`src/rtl/vlan_ingress_filter.sv`:
```
module vlan_ingress_filter #(
  parameter int NPORTS    = 5,
  parameter int VID_W     = 12,
  parameter int TBL_BITS  = 4,
  parameter int HOST_PORT = 4,
  localparam int PW       = $clog2(NPORTS)
) (
  input  logic                     clk,
  input  logic                     rst_n,
  input  logic                     hdr_valid,
  input  logic [PW-1:0]            hdr_port,
  input  logic [47:0]              hdr_dmac,
  input  logic [15:0]              hdr_etype,
  input  logic [VID_W-1:0]         hdr_vid,
  input  logic [15:0]              cfg_tpid,
  input  logic [NPORTS*VID_W-1:0]  cfg_pvid,
  input  logic [NPORTS*NPORTS-1:0] cfg_dom,
  input  logic [47:0]              cfg_trap_val0,
  input  logic [47:0]              cfg_trap_msk0,
  input  logic [47:0]              cfg_trap_val1,
  input  logic [47:0]              cfg_trap_msk1,
  input  logic                     cfg_vlan_we,
  input  logic [TBL_BITS-1:0]      cfg_vlan_addr,
  input  logic [NPORTS-1:0]        cfg_vlan_map,
  output logic                     out_valid,
  output logic [NPORTS-1:0]        out_mask,
  output logic                     out_drop,
  output logic                     out_trap
);
  localparam int DEPTH = 1 << TBL_BITS;
  localparam logic [PW:0] NP = (PW+1)'(NPORTS);
  localparam logic [NPORTS-1:0] ONE = 1;
  localparam logic [NPORTS-1:0] HOST_BIT = ONE << HOST_PORT;

  logic [NPORTS-1:0] member_tbl [DEPTH];

  always_ff @(posedge clk) begin
    if (!rst_n) begin
      for (int i = 0; i < DEPTH; i++) member_tbl[i] <= '0;
    end else if (cfg_vlan_we) begin
      member_tbl[cfg_vlan_addr] <= cfg_vlan_map;
    end
  end

  logic              port_ok, is_tagged, trap_hit, is_member;
  logic [PW-1:0]     port_idx;
  logic [VID_W-1:0]  vid;
  logic [NPORTS-1:0] in_bit, vmap, dom_row;

  assign port_ok   = {1'b0, hdr_port} < NP;
  assign port_idx  = port_ok ? hdr_port : '0;
  assign in_bit    = ONE << port_idx;
  assign is_tagged = (hdr_etype == cfg_tpid);
  assign vid       = is_tagged ? hdr_vid : cfg_pvid[port_idx*VID_W +: VID_W];
  assign vmap      = (vid[VID_W-1:TBL_BITS] == '0) ? member_tbl[vid[TBL_BITS-1:0]] : '0;
  assign is_member = |(vmap & in_bit);
  assign dom_row   = cfg_dom[port_idx*NPORTS +: NPORTS];
  assign trap_hit  = (((hdr_dmac ^ cfg_trap_val0) & cfg_trap_msk0) == '0) ||
                     (((hdr_dmac ^ cfg_trap_val1) & cfg_trap_msk1) == '0);

  always_ff @(posedge clk) begin
    if (!rst_n) begin
      out_valid <= 1'b0;
      out_mask  <= '0;
      out_drop  <= 1'b0;
      out_trap  <= 1'b0;
    end else begin
      out_valid <= hdr_valid;
      if (hdr_valid) begin
        if (!port_ok) begin
          out_mask <= '0;
          out_drop <= 1'b1;
          out_trap <= 1'b0;
        end else if (trap_hit) begin
          out_mask <= HOST_BIT & ~in_bit;
          out_drop <= 1'b0;
          out_trap <= 1'b1;
        end else if (!is_member) begin
          out_mask <= '0;
          out_drop <= 1'b1;
          out_trap <= 1'b0;
        end else begin
          out_mask <= dom_row & vmap & ~in_bit;
          out_drop <= 1'b0;
          out_trap <= 1'b0;
        end
      end
    end
  end

  assert_drop_empty_R4: assert property (@(posedge clk) disable iff (!rst_n)
    (out_valid && out_drop) |-> (out_mask == '0 && !out_trap));

  assert_trap_host_only_R6: assert property (@(posedge clk) disable iff (!rst_n)
    (out_valid && out_trap) |-> ((out_mask & ~HOST_BIT) == '0 && !out_drop));

  assert_no_reflect_R7: assert property (@(posedge clk) disable iff (!rst_n)
    out_valid |-> ((out_mask & $past(in_bit)) == '0));

  assert_bad_port_R8: assert property (@(posedge clk) disable iff (!rst_n)
    (hdr_valid && !port_ok) |=> (out_drop && !out_trap));

  assert_valid_rise_R10: assert property (@(posedge clk) disable iff (!rst_n)
    hdr_valid |=> out_valid);

  assert_valid_idle_R10: assert property (@(posedge clk) disable iff (!rst_n)
    !hdr_valid |=> !out_valid);
endmodule

```
`config.mk`:
```
export PLATFORM = sky130hd
export DESIGN_NAME = vlan_ingress_filter
export DESIGN_NICKNAME = d
export VERILOG_FILES = /design/src/rtl/vlan_ingress_filter.sv
export SDC_FILE = /design/constraint.sdc
export NUM_CORES = 1
export LEC_CHECK = 0
export BUFFER_PORTS_ARGS = -buffer_cell sky130_fd_sc_hd__buf_2
export CORE_AREA = 2 2 151 153
export CTS_BUF_LIST = sky130_fd_sc_hd__clkbuf_16
export DETAILED_ROUTE_END_ITERATION = 6
export DIE_AREA = 0 0 153 155
export PLACE_DENSITY_LB_ADDON = 0.3
export SYNTH_ARGS = -nofsm -noshare
export SYNTH_HDL_FRONTEND = slang
export SYNTH_SLANG_ARGS = --single-unit
export TNS_END_PERCENT = 20
```
`constraint.sdc`:
```
create_clock -name clk -period 4.7 [get_ports clk]
set_input_delay 0 -clock clk [delete_from_list [all_inputs] [get_ports clk]]
set_output_delay 0 -clock clk [all_outputs]
set_load 0.01 [all_outputs]
```
==> flow_summary.yaml <==
run_status:
  status: "complete, no violations"
grt:
  grt_pass1_vias: 6448
  grt_max_degree: 33
  grt_first_pass_wirelength_um: 40200
  grtUsageTotal: 0.234
  grt-ovfl-total: 0
  antenna_found_initial: 7
routing:
  drt_wl_total_um: 28700
  drt_pre_antenna_iters: 5
  avgRoutedWirePerCell_um: 21.9
  drt-initial-drc-count: 395
  detail-route-antenna-nets: 0
  vias_per_cell: 4.95
  via_count: 6474
  drc_errors: 0
sta:
  post-route-period-util: 0.713
  fin_tns_setup_ns: 0
  timing.final.ws_setup_ns: 1.35
  rsz0062_at_grt: "false"
  min_period_ns: 3.35
  slew_viol_final: 0
  relSlewSlack: 0.450
  hold_viol: 0
  tightest_slew_ns: 0.816
  fmax_mhz: 298
  finClkSkew_ns: 0.0113
  setup_viol: 0
pwr:
  max-vdd-ir-drop_uv: 166
  powerDensity_nw_per_um2: 237
  power_leakage_nw: 4.05
clocking:
  cts_buffers: 9
  ctsResizeCount: 0
  cts-hold-fix-buffers: 0
  cts_tree: "yes"
  clk_pin_slew_worst_paths_ns: 0.06
  clock-sinks: 88
  cts_setup_buffers: 0
  clock_latency_ns: 0.34
  root_buffer: "clkbuf_16"
  h-tree-depth: 3
  ctsLongestPathBuffers: 2
critical_path:
  critPathTopFamily: "multiplexers"
  slowest_stage: "mux2i_4"
  startpoint_type: "primary input"
  end_kind: "flop"
  slowest_delay_ns: 0.57
  path_buf_inv: 3
  path_max_fanout: 20
  critPathKind: "in -> reg"
  cp_num_cells: 14
  path_cells: "buf_2 > xnor2_1 > nand4_1 > nor4_4 > buf_4 > mux2i_4 > buf_4 > mux2_2 > o2bb2a_2 > mux2i_4 > a2111oi_2 > a311oi_4 > nand2_1 > a32o_1"
  cp_data_required_time_ns: 4.94
  reg2reg_depth: 7
  worstPathArrival_ns: 3.59
placement:
  gp_congestion: 1.07
  dpl_cell_area_sq_um: 8760
  dp_hpwl_um: 24900
  pre_cts_ws_ns: 0.995
  port_buffers: 388
finish:
  final_cell_area_sq_um: 9030
  final_nets: 1396
  final_common_cell: "buf_2"
  drive_above_1_share: 0.419
  syn_to_final_growth_pct: 38.1
  most-common-layout-cells: "buf_2, xor2_1, and2_1"
floorplanning:
  ios: 393
  start_util: 0.294
  die_w_um: 153
  die_y_um: 155
  core_region_area_sq_um: 22200
  die_area_sq_um: 23700
  rows: 55
synthesis:
  synthFlopType: "edfxtp_1"
  synthCells: 631
  synth_edf_count: 80
  synth_cell_types: 63
  async_reset_ff_frac: 0
  ys_warn_count: 0
  seq_area_frac_synth: 0.392
  syn_avg_cell_area_sq_um: 10.4
  syn_nets: 1016
  syn_area_sq_um: 6540
  synth_seq_cells: 88
min_path:
  whs_path_depth: 3
  min_path_type: "in -> reg"
flow_run:
  drv_cap: 0
where the power goes:
group	switching (mW)	total, mW	internal, mW
logic	0.329	0.602	0.273
clock network	0.280	0.629	0.349
registers	0.0125	0.907	0.894
cell families after synthesis:
group / Yosys count / synth area share
muxes: 63 / 0.103
xor gates and xnor gates: 112 / 0.150
buffers and inverters: 27 / 0.0222
DFF: 88 / 0.392
and+or+nand+nor: 213 / 0.186
AOI/OAI and AO/OA: 128 / 0.148
sequential cells by signal, summed over array words and instances, names as in the netlist:
signal / flops
member_tbl: 80
out_trap: 1
out_drop: 1
out_mask: 5
out_valid: 1
tightest hold or removal path, stage by stage:
cell     delay [ns]
buf_2          0.17
nor2b_1        0.12
o21a_1         0.11
worst paths after layout:
kind / startpoint / end / slack, ns
setup / recovery: cfg_tpid[5] / out_mask[0]$_SDFFE_PN0P_ / 1.35
setup reg to reg: member_tbl[12][0]$_SDFFCE_PN0P_ / out_mask[0]$_SDFFE_PN0P_ / 2.61
hold / removal: hdr_valid / out_trap$_SDFFE_PN0P_ / 0.09
hold reg to reg: out_trap$_SDFFE_PN0P_ / out_trap$_SDFFE_PN0P_ / 0.59
synthesized netlist by cell type (all sizes together) (2+ instances only):
cell | instances | share of area
a21oi | 7 | 0.0065
a21boi | 2 | 0.0029
a22o | 4 | 0.0054
inv | 4 | 0.0023
a2111oi | 2 | 0.0036
nand3 | 12 | 0.0092
a22oi | 56 | 0.064
a211oi | 5 | 0.0057
a31oi | 4 | 0.0038
o21ai | 25 | 0.020
xor2 | 96 | 0.13
dfxtp | 8 | 0.024
nor3 | 10 | 0.0077
nand4 | 18 | 0.017
a21o | 2 | 0.0023
nor2 | 28 | 0.016
buf | 13 | 0.014
edfxtp | 80 | 0.37
nand2b | 7 | 0.0067
a221oi | 4 | 0.0063
nor4 | 15 | 0.015
or3 | 5 | 0.0063
and2 | 83 | 0.079
nand3b | 5 | 0.0057
nor2b | 5 | 0.0048
a32o | 2 | 0.0031
mux2i | 56 | 0.088
a311o | 2 | 0.0031
mux2 | 6 | 0.011
nand2 | 21 | 0.012
a311oi | 3 | 0.0067
xnor2 | 16 | 0.021
clkbuf | 10 | 0.0057
a221o | 2 | 0.0031
per-layer routing:
metal / track usage / up-vias / wire, um
met3: 0.0797 / 27 / 2740
li1: - / 3140 / -
met4: 0.0467 / 2 / 340
met2: 0.351 / 293 / 12500
met5: 0 / - / 11
met1: 0.329 / 3012 / 13100
final cells by class:
| class | instances | area (sq um) |
|---|---|---|
| Antenna cell | 6 | 15.0 |
| Tap cell | 285 | 357 |
| Timing Repair Buffer | 392 | 1970 |
| Clock buffer | 9 | 225 |
| Fill cell | 2274 | 13200 |
| Multi-Input combinational cell | 516 | 3850 |
| Clock inverter | 7 | 32.5 |
| Sequential cell | 88 | 2560 |
| Inverter | 4 | 15.0 |
metrics by stage:
| step | power [mW] | instances | util | hold WS [ns] |
|---|---|---|---|---|
| 6_report | 2.14 | 1307 | 0.406 | 0.0882 |
| 5_1_grt | 2.23 | 1305 | 0.406 | 0.128 |
| 4_1_cts | 2.15 | 1301 | 0.406 | 0.0833 |
| 3_5_place_dp | 1.52 | 1285 | 0.394 | 0.404 |
| 3_3_place_gp | 1.52 | 1285 | 0.394 | 0.400 |
| 2_1_floorplan | 1.21 | 631 | - | 0.179 |
Note: power is estimated with default switching activity, not from simulation.
